===== src/rtl/tsi_pkg.sv =====
package tsi_pkg;
    localparam int T1_BITS       = 193;
    localparam int E1_BITS       = 256;
    localparam int MF_FRAMES     = 24;
    localparam int POS_W         = $clog2(E1_BITS);
    localparam int MF_W          = $clog2(MF_FRAMES);
    localparam int BIT_W         = 3;
    localparam int SLOT_W        = 5;
    localparam int T1_FBIT_SLOT  = 24;
    localparam int E1_ALIGN_SLOT = 0;
    localparam int E1_SIG_SLOT   = 16;

    typedef enum logic [1:0] {
        FB_NONE  = 2'd0,
        FB_ALIGN = 2'd1,
        FB_LINK  = 2'd2,
        FB_CRC   = 2'd3
    } fbit_e;

    typedef struct packed {
        logic              valid;
        logic              data;
        logic [SLOT_W-1:0] slot;
        logic [BIT_W-1:0]  bidx;
        logic              sof;
        logic              use_in;
        logic              oh;
        fbit_e             kind;
        logic              resync;
    } cap_t;
endpackage


===== src/rtl/tsi_edge.sv =====
module tsi_edge (
    input  logic clk,
    input  logic rst_n,
    input  logic ser_clk,
    input  logic fall_edge,
    output logic edge_pulse
);
    logic prev_d, prev_q;

    always_comb begin
        prev_d     = ser_clk;
        edge_pulse = fall_edge ? (prev_q & ~ser_clk) : (~prev_q & ser_clk);
    end

    always_ff @(posedge clk or negedge rst_n) begin
        if (!rst_n) prev_q <= 1'b0;
        else        prev_q <= prev_d;
    end
endmodule


===== src/rtl/tsi_count.sv =====
module tsi_count #(
    parameter int T1_BITS   = tsi_pkg::T1_BITS,
    parameter int E1_BITS   = tsi_pkg::E1_BITS,
    parameter int MF_FRAMES = tsi_pkg::MF_FRAMES
) (
    input  logic                     clk,
    input  logic                     rst_n,
    input  logic                     cap,
    input  logic                     sync_hit,
    input  logic                     t1_mode,
    output logic [tsi_pkg::POS_W-1:0] cur_pos,
    output logic [tsi_pkg::MF_W-1:0]  cur_mf,
    output logic                     resync,
    output logic                     next_is_first
);
    localparam int PW = tsi_pkg::POS_W;
    localparam int MW = tsi_pkg::MF_W;
    localparam logic [PW-1:0] T1_LAST = PW'(T1_BITS - 1);
    localparam logic [PW-1:0] E1_LAST = PW'(E1_BITS - 1);
    localparam logic [MW-1:0] MF_LAST = MW'(MF_FRAMES - 1);

    typedef struct packed {
        logic [PW-1:0] pos;
        logic [MW-1:0] mf;
    } cnt_t;

    cnt_t cnt_d, cnt_q;

    always_comb begin
        cnt_d   = cnt_q;
        cur_pos = cnt_q.pos;
        cur_mf  = cnt_q.mf;
        resync  = 1'b0;
        if (cap) begin
            if (sync_hit) begin
                cur_pos = '0;
                resync  = (cnt_q.pos != '0);
            end
            if (cur_pos == '0)
                cur_mf = (cnt_q.mf == MF_LAST) ? '0 : cnt_q.mf + MW'(1);
            cnt_d.mf  = cur_mf;
            cnt_d.pos = (cur_pos == (t1_mode ? T1_LAST : E1_LAST)) ? '0 : cur_pos + PW'(1);
        end
        next_is_first = (cnt_q.pos == '0);
    end

    always_ff @(posedge clk or negedge rst_n) begin
        if (!rst_n) begin
            cnt_q.pos <= '0;
            cnt_q.mf  <= MF_LAST;
        end else begin
            cnt_q <= cnt_d;
        end
    end
endmodule


===== src/rtl/tsi_class.sv =====
module tsi_class
    import tsi_pkg::*;
(
    input  logic [POS_W-1:0]  pos,
    input  logic [MF_W-1:0]   mf,
    input  logic              t1_mode,
    input  logic              t1_fas_en,
    input  logic              t1_dl_en,
    input  logic              t1_crc_en,
    input  logic              e1_oh_en,
    output logic [SLOT_W-1:0] slot,
    output logic [BIT_W-1:0]  bidx,
    output logic              oh,
    output logic              use_in,
    output fbit_e             kind
);
    logic [POS_W-1:0] pm1;
    logic [1:0]       grp;

    always_comb begin
        pm1    = pos - POS_W'(1);
        grp    = 2'(mf % MF_W'(4));
        slot   = '0;
        bidx   = '0;
        oh     = 1'b0;
        use_in = 1'b1;
        kind   = FB_NONE;
        if (t1_mode) begin
            if (pos == '0) begin
                slot = SLOT_W'(T1_FBIT_SLOT);
                oh   = 1'b1;
                case (grp)
                    2'd1:    begin kind = FB_CRC;   use_in = t1_crc_en; end
                    2'd3:    begin kind = FB_ALIGN; use_in = t1_fas_en; end
                    default: begin kind = FB_LINK;  use_in = t1_dl_en;  end
                endcase
            end else begin
                slot = SLOT_W'(pm1 >> BIT_W);
                bidx = pm1[BIT_W-1:0];
            end
        end else begin
            slot = SLOT_W'(pos >> BIT_W);
            bidx = pos[BIT_W-1:0];
            if (slot == SLOT_W'(E1_ALIGN_SLOT) || slot == SLOT_W'(E1_SIG_SLOT)) begin
                oh     = 1'b1;
                use_in = e1_oh_en;
            end
        end
    end
endmodule


===== src/rtl/tx_serial_in.sv =====
module tx_serial_in
    import tsi_pkg::*;
#(
    parameter int T1_LEN = tsi_pkg::T1_BITS,
    parameter int E1_LEN = tsi_pkg::E1_BITS,
    parameter int MF_LEN = tsi_pkg::MF_FRAMES
) (
    input  logic        clk,
    input  logic        rst_n,
    input  logic        t1_mode,
    input  logic        fall_edge,
    input  logic        master,
    input  logic        bypass,
    input  logic        t1_fas_en,
    input  logic        t1_dl_en,
    input  logic        t1_crc_en,
    input  logic        e1_oh_en,
    input  logic        ser_clk,
    input  logic        ser_data,
    input  logic        sync_in,
    output logic        sync_out,
    output logic        sync_oe,
    output logic        out_valid,
    output logic        out_data,
    output logic [4:0]  out_slot,
    output logic [2:0]  out_bit,
    output logic        out_sof,
    output logic        out_use_in,
    output logic        out_oh,
    output logic [1:0]  out_kind,
    output logic        out_resync,
    output logic        line_clk,
    output logic        rail_p,
    output logic        rail_n
);
    logic              bit_edge, cap, resync_now, first_next;
    logic [POS_W-1:0]  cur_pos;
    logic [MF_W-1:0]   cur_mf;
    logic [SLOT_W-1:0] c_slot;
    logic [BIT_W-1:0]  c_bidx;
    logic              c_oh, c_use;
    fbit_e             c_kind;
    cap_t              out_d, out_q;

    tsi_edge u_edge (
        .clk(clk), .rst_n(rst_n), .ser_clk(ser_clk),
        .fall_edge(fall_edge), .edge_pulse(bit_edge)
    );

    assign cap = bit_edge & ~bypass;

    tsi_count #(.T1_BITS(T1_LEN), .E1_BITS(E1_LEN), .MF_FRAMES(MF_LEN)) u_count (
        .clk(clk), .rst_n(rst_n), .cap(cap), .sync_hit(~master & sync_in),
        .t1_mode(t1_mode), .cur_pos(cur_pos), .cur_mf(cur_mf),
        .resync(resync_now), .next_is_first(first_next)
    );

    tsi_class u_class (
        .pos(cur_pos), .mf(cur_mf), .t1_mode(t1_mode),
        .t1_fas_en(t1_fas_en), .t1_dl_en(t1_dl_en), .t1_crc_en(t1_crc_en),
        .e1_oh_en(e1_oh_en), .slot(c_slot), .bidx(c_bidx),
        .oh(c_oh), .use_in(c_use), .kind(c_kind)
    );

    always_comb begin
        out_d        = out_q;
        out_d.valid  = 1'b0;
        out_d.sof    = 1'b0;
        out_d.resync = 1'b0;
        if (cap) begin
            out_d.valid  = 1'b1;
            out_d.data   = ser_data;
            out_d.slot   = c_slot;
            out_d.bidx   = c_bidx;
            out_d.sof    = (cur_pos == '0);
            out_d.use_in = c_use;
            out_d.oh     = c_oh;
            out_d.kind   = c_kind;
            out_d.resync = resync_now;
        end
    end

    always_ff @(posedge clk or negedge rst_n) begin
        if (!rst_n) begin
            out_q      <= '0;
            out_q.kind <= FB_NONE;
        end else begin
            out_q <= out_d;
        end
    end

    assign sync_oe    = master & ~bypass;
    assign sync_out   = sync_oe & first_next;
    assign out_valid  = out_q.valid;
    assign out_data   = out_q.data;
    assign out_slot   = out_q.slot;
    assign out_bit    = out_q.bidx;
    assign out_sof    = out_q.sof;
    assign out_use_in = out_q.use_in;
    assign out_oh     = out_q.oh;
    assign out_kind   = out_q.kind;
    assign out_resync = out_q.resync;
    assign line_clk   = bypass & ser_clk;
    assign rail_p     = bypass & ser_data;
    assign rail_n     = bypass & sync_in;
endmodule


===== config.mk =====
export PLATFORM = sky130hd
export DESIGN_NAME = tx_serial_in
export DESIGN_NICKNAME = d
export VERILOG_FILES = /design/src/rtl/tsi_pkg.sv /design/src/rtl/tsi_edge.sv /design/src/rtl/tsi_count.sv /design/src/rtl/tsi_class.sv /design/src/rtl/tx_serial_in.sv
export SDC_FILE = /design/constraint.sdc
export NUM_CORES = 1
export LEC_CHECK = 0
export ABC_AREA = 1
export BUFFER_PORTS_ARGS = -buffer_cell sky130_fd_sc_hd__buf_2
export CAP_MARGIN = 20
export CORE_MARGIN = 2
export CORE_UTILIZATION = 50
export DETAILED_ROUTE_END_ITERATION = 10
export PLACE_DENSITY = 0.83
export SYNTH_ARGS = -nofsm -noshare
export SYNTH_HDL_FRONTEND = slang
export SYNTH_SLANG_ARGS = --single-unit

===== constraint.sdc =====
create_clock -name clk -period 1.95 [get_ports clk]
set_input_delay 0.195 -clock clk [delete_from_list [all_inputs] [get_ports clk]]
set_output_delay 0.195 -clock clk [all_outputs]
set_load 0.005 [all_outputs]

Word level (Yosys, flattened, before mapping)
Index checks and enable logic that the tools add are counted.
{ "word_totals": {"reg_bits": 30, "latch_bits": 0, "mem_bits_rw": 0, "rom_bits": 0, "in_bits": 13, "out_inout_bits": 21, "wordCells": 64, "memories": 0} }
{ "classes": {"add_sub_neg": 3, "multipliers": 0, "div": 0, "magnitude_cmp": 0, "n_eq_ne": 5, "shifts": 0, "mux": 25, "bitwise_logic": 13, "reduce_logical": 6} }
{ "ops": {"columns": ["operator", "count"], "rows": [
  ["8-bit two-way mux", 4],
  ["8-bit zero test", 3],
  ["5-bit two-way mux", 4],
  ["16-bit two-way mux", 1],
  ["5-bit equality test (second input constant)", 2],
  ["1-bit AND", 9],
  ["8-bit by 1-bit adder with 8-bit output (second input constant)", 1],
  ["8-bit equality test", 1],
  ["1-bit two-way mux", 8],
  ["8-bit nonzero test", 1],
  ["8-bit by 1-bit subtractor with 8-bit output (second input constant)", 1],
  ["2-bit two-way mux", 3],
  ["3-bit two-way mux", 2],
  ["6-bit two-way mux", 1],
  ["5-bit by 1-bit adder with 5-bit output (second input constant)", 1],
  ["5-bit zero test", 1],
  ["1-bit NOT", 4],
  ["2-bit one-hot mux with 2 select lines", 1],
  ["2-bit by 1-bit equality test with 1-bit output (second input constant)", 1],
  ["2-bit equality test (second input constant)", 1],
  ["1-bit one-hot mux with 2 select lines", 1],
  ["1-bit logical OR", 1]
]} }

Depth between registers and ports, before layout
{ "depth": {"depth_word": 13, "ltp_mapped": 17, "ltp_nobuf": 17} }

Cells and area by module
Synthesis repeated with hierarchy kept, for this count alone.
{ "unflattened": {"cells_unflattened": 294, "hier_area_um2": 1971.9} }
{ "by_module_without_submodules": {"columns": ["mod", "instances", "cells_per_inst", "area_per_inst_um2", "seq_area_each_um2"], "rows": [
  ["tsi_count", 1, 134, 899.6, 330.3],
  ["tx_serial_in", 1, 80, 664.4, 400.4],
  ["tsi_class", 1, 73, 357.8, 0.0],
  ["tsi_edge", 1, 7, 50.0, 25.0]
]} }

Least setup slack after synthesis
No wires, ideal clock.
{ "synth_timing": {"path_kind": "register to register", "startpoint": "reg u_edge.prev_q", "endpoint": "reg out_q, in the netlist out_use_in", "setup_ns": 0.116, "t_arrival_ns": 1.769, "required_time_ns": 1.834, "path_slack_ns": 0.064, "stages_incl_launch_ff": 17, "path_buffers": 1, "period_less_slack_ns": 1.886, "cell_sequence": "dfrtp_1 inv_1 nand2_1 nand2_2 nand3_4 clkbuf_1 o21ai_0 ha_1 nand2_1 inv_1 nand3_1 inv_1 nand2_1 inv_1 nand2_1 nand2_1 nand2_1"} }
{ "synth_between": {"elab_chain_len": 9, "word_cells_on_any_way": 17, "cone_classes": "eq/ne (3); mux (7); bitwise (4); reduce/logical (3)"} }
{ "synth_rtl": {"columns": ["element", "line_no", "text"], "rows": [
  ["start: declaration", "tsi_edge.sv:8", "logic prev_d, prev_q;"],
  ["start signal: assignment", "tsi_edge.sv:17", "else prev_q <= prev_d;"],
  ["1-bit NOT", "tsi_edge.sv:12", "edge_pulse = fall_edge ? (prev_q & ~ser_clk) : (~prev_q & ser_clk);"],
  ["1-bit AND", "tsi_edge.sv:12", null],
  ["1-bit two-way mux (*)", "tsi_edge.sv:12", null],
  ["1-bit AND (*)", "tx_serial_in.sv:50", "assign cap = bit_edge & ~bypass;"],
  ["2-bit two-way mux / 8-bit two-way mux (equally long branches)", "tsi_count.sv:34", "if (cap) begin"],
  ["2-bit equality test, or another cell as far along", "tsi_class.sv:32", "case (grp)"],
  ["1-bit one-hot mux with 2 select lines / 1-bit logical OR (equally long branches)", "tsi_class.sv:32, tsi_class.sv:44", null],
  ["1-bit two-way mux (on tied branches)", "tsi_class.sv:29, tsi_class.sv:44", null],
  ["1-bit two-way mux", "tsi_class.sv:28", "if (t1_mode) begin"],
  ["end signal: assignment", "tx_serial_in.sv:88", "out_q <= out_d;"],
  ["end: declaration", "tx_serial_in.sv:43", "cap_t out_d, out_q;"]
]} }
Mark *: on every way between the ends. The rest lies on a longest branch, timed or not.
A chain may end at the register's enable or synchronous reset.

Worst setup path after layout
Same ends and word-level chain as after synthesis.

==> results by stage <==
Final layout:
- The fill cell total of the finished layout is 296.
- In the final design database the tool counted 299 nets.
- In the final layout, the share of cells above drive strength 1 is 28.27%.
- The number of cells in the finished layout apart from fillers is 331.
- Across the whole layout, storage elements account for 755.7 um^2.
- In the final layout, the multi-input gates occupy 963.4 um^2.
- The number of antenna repair diodes is 0.
- The final non-filler cell area is 2227 um^2.
- The layout overhead on the synthesized area is 20.43%.

Critical path:
- In this run the worst path has a maximum fanout of 6.
- By startpoint and endpoint, the worst setup path is classified as reg -> reg.
- The category of the worst setup path launch point is a flop.
- At the worst endpoint, the arrival time is 1960 ps.
- On the worst path, the slowest cell contributes a delay of 380 ps.
- The worst path buffer plus inverter count is 5.
- The critical path goes through inv_1 -> nand2_1 -> nand2_2 -> nand3_4 -> nand2_2 -> nand2_2 -> inv_1 -> ha_1 -> nand2_2 -> inv_2 -> nand3_2 -> inv_2 -> nand2_1 -> inv_1 -> nand2_1 -> nand2_1 -> nand2_1.
- The worst setup path is captured at a flop.
- For this design, the slowest cell found on the critical path is sky130_fd_sc_hd__dfrtp_1.
- By instance count, the cell type seen most on the critical path is sky130_fd_sc_hd__nand2_1.
- The critical path's top delay family is simple AND/OR/NAND/NOR gates.
- The critical path data required time is 2120 ps.

Global route:
- The total grt overflow is 0.
- The via count of the first global-routing pass came to 1,532.
- The number of antenna violations at the first check in global routing is 0.
- Entering global routing, the biggest net connects 31 pins.
- The combined global-route utilization of all metal layers is 22.76%.
- The first-pass GRT wire length is 7148 um.

Placement:
- The pre-CTS setup slack is 96.24 ps.
- After detailed placement, the total cell area comes to 2081 um^2.
- The placed cell count is 321.
- The congestion estimate from routability-driven global placement came to 0.9711.
- The estimated wirelength of the detail-placed design is 3208 um.
- Input and output buffers added on the ports amount to 33.

Yosys:
- The number of flip-flops and latches in the synthesized netlist is 30.
- The multiplexer share of the synthesized area is 0.5413%.
- Summing the areas of all xor and xnor instances in the mapped netlist gives 2.842% of the synthesized area.
- Summing the areas of all compound-gate instances in the mapped netlist gives 10.89% of the synthesized area.
- Counting distinct cell types in the post-synthesis netlist gives 37.
- Of the total synthesized cell area, the portion taken by AND, OR, NAND and NOR gates is 34.57%.
- The share of the Yosys chip area taken by registers is 40.87%.
- The number of nets handed over by synthesis was 257.
- After Yosys synthesis, full adders, half adders and majority gates account for 2.706% of the synthesized area.
- The main combinational cell family by area after synthesis is simple AND/OR/NAND/NOR gates.
- A synthesized cell averages 7.705 um^2.
- Counting every instance in the synthesized netlist gives 240.
- The mapped netlist covers 1849 um^2.
- The yosys synthesis warning count is 0.

CTS:
- The later pin in the worst-skew pair is clocked with a latency of 290 ps.
- The maximum clock path buffer count is 2.
- The number of buffers inserted during clock tree synthesis is 5.
- After clock tree synthesis, the clock-pin slew on the worst setup and hold paths is 70 ps.
- CTS built an H-tree with a depth of 2.
- The master cell of the clock root buffer is sky130_fd_sc_hd__clkbuf_8.
- TritonCTS built the clock tree.
- The TritonCTS sink count is 30.

Detailed routing:
- For this run, design rule violations remaining after detail routing come to 0.
- The routed via count is 1,720.
- After detailed routing, the wire length on met1 is 2043 um.
- Once detail routing completed, the nets flagged for antenna violations numbered 0.
- The highest layer touched by signal routing is met4.
- The mean number of vias per cell is 5.196.
- The detailed router finished its first iteration with 197 violations.
- The met3 layer wire length in the routed design is 172 um.
- Summed over all layers, the routed wires come to 4340 um.
- The number of detailed-routing iterations run before antenna repair is 4.
- In the final routed layout, each cell accounts on average for 13.11 um.
- The total length of routed met2 wires is 2003 um.

Power:
- The worst vdd rail ir drop is 0.6949 mV.
- Summed over all cells, the static leakage comes to 1.167 nW.
- Power spread over the standard cell area amounts to 1115 nW/um^2.
- Power comes to 2.484 mW.

Hold path:
- The worst min-delay path category is in -> reg.

Timing:
- The clock skew is 11.77 ps.
- The pin slew with the least headroom to its limit is 667.9 ps.
- The remaining max-slew budget at the tightest pin is 55.47%.
- The setup violation total in the final timing report is 0.
- The share of the clock period used by the worst path is 91.99%.
- The minimum setup slack in the final design is 156.2 ps.
- Setup total negative slack on the finished layout was measured at 0 ps.
- The number of hold-slack violations in the final timing report is 0.
- The post-layout minimum cycle time is 1794 ps.
- The number of slew-limit violations in the final report was 0.
- The maximum clock frequency is 557.5 MHz.

Die:
- The die is 64.82 um wide.
- In this run the vertical extent of the chip is 64.82 um.
- The area enclosed by the die boundary is 4201 um^2.
- The initial utilization of the core area, before any placement, comes to 51.28%.
- The count of standard-cell rows is 22.
- 34 I/O pins were placed.
- The total area inside the core boundary comes to 3606 um^2.

Job:
- The max-capacitance violation count is 0.

Run status:
- The flow ran to the end, and the final reports show no timing, DRC or antenna violations.
cell usage after synthesis, drive strengths merged:
master,n,area (um^2)
a21boi,1,7.510
a211oi,1,7.510
xnor2,1,8.760
dfrtp,26,650.6
mux2i,1,10.01
inv,31,116.4
and2,2,12.51
o211ai,1,7.510
nor3,2,21.27
buf,2,16.26
xor2,5,43.79
dfstp,4,105.1
nand2,80,332.8
o21ai,18,93.84
a31oi,2,12.51
or2,2,12.51
nand3,23,127.6
a21oi,3,18.77
clkbuf,2,7.510
o22ai,2,12.51
a2bb2oi,3,26.28
ha,4,50.05
nand4,4,40.04
o31ai,2,15.01
nor2,18,92.59
registers in the layout (all words and copies together), names as in the netlist:
name / count
out_bit: 3
out_data: 1
out_kind: 2
out_oh: 1
out_resync: 1
out_slot: 5
out_sof: 1
out_use_in: 1
out_valid: 1
u_count.cnt_q: 13
u_edge.prev_q: 1
per-stage QoR:
stage,hold WS (ps),utilization (%)
after floorplan,-100.6,-
after global placement,266.4,57.70
after detailed placement,262.0,57.70
after CTS,54.36,61.21
after global routing,57.62,61.76
final,56.64,61.76
worst paths after layout:
path,startpoint,end,slack [ps],cells after the start
max in group asynchronous,rst_n,out_bit[0],1040,2
min in group asynchronous,rst_n,out_slot[0],480,2
hold / removal,ser_clk,u_edge.prev_q,60,1
setup / recovery,u_edge.prev_q,out_use_in,160,17
setup reg to reg,u_edge.prev_q,out_use_in,160,17
hold reg to reg,out_kind[0],out_kind[0],470,2
kinds of logic after synthesis:
family	after synthesis
compound gates	33
xor+xnor	6
fa+ha+maj	4
buf+inv	35
flops	30
mux	1
simple gates	131
where the power goes:
part	switching [mW]	internal, mW
Clock	0.239	0.416
Combinational	0.541	0.357
Sequential	0.140	0.791
layout make-up:
type	instances	area share [%]
Multi-Input combinational cell	175	43.26
Clock inverter	1	1.348
Inverter	31	5.337
Timing Repair Buffer	39	9.551
Tap cell	48	2.697
Clock buffer	7	3.876
Sequential cell	30	33.93
cells in the final DEF (no fill, tap or decap), types with 2 or more instances in the layout:
| cell | count |
|---|---|
| sky130_fd_sc_hd__a21oi_1 | 2 |
| sky130_fd_sc_hd__a2bb2oi_1 | 3 |
| sky130_fd_sc_hd__a31oi_1 | 2 |
| sky130_fd_sc_hd__and2_1 | 2 |
| sky130_fd_sc_hd__buf_2 | 33 |
| sky130_fd_sc_hd__buf_4 | 5 |
| sky130_fd_sc_hd__clkbuf_8 | 6 |
| sky130_fd_sc_hd__dfrtp_1 | 26 |
| sky130_fd_sc_hd__dfstp_2 | 4 |
| sky130_fd_sc_hd__ha_1 | 4 |
| sky130_fd_sc_hd__inv_1 | 25 |
| sky130_fd_sc_hd__inv_2 | 5 |
| sky130_fd_sc_hd__nand2_1 | 67 |
| sky130_fd_sc_hd__nand2_2 | 12 |
| sky130_fd_sc_hd__nand3_1 | 21 |
| sky130_fd_sc_hd__nand4_1 | 3 |
| sky130_fd_sc_hd__nor2_1 | 14 |
| sky130_fd_sc_hd__nor2_4 | 3 |
| sky130_fd_sc_hd__o21ai_0 | 9 |
| sky130_fd_sc_hd__o21ai_1 | 8 |
| sky130_fd_sc_hd__o22ai_1 | 2 |
| sky130_fd_sc_hd__o31ai_1 | 2 |
| sky130_fd_sc_hd__or2_2 | 2 |
| sky130_fd_sc_hd__xor2_1 | 5 |
timing repair:
item,4_1_cts,5_1_grt
resized for setup,0,8
setup endpoints to repair,0,5
endpoints found under the hold margin,26,0
buffers inserted,0,1
hold buffers,1,0
per-layer routing:
layer / track usage, % / vias up
met3: 5.556 / 11
met2: 34.02 / 40
li1: - / 864
met4: 10.37 / 0
met5: 0 / -
met1: 31.07 / 805
No activity file was read; power rests on OpenSTA's default activity.
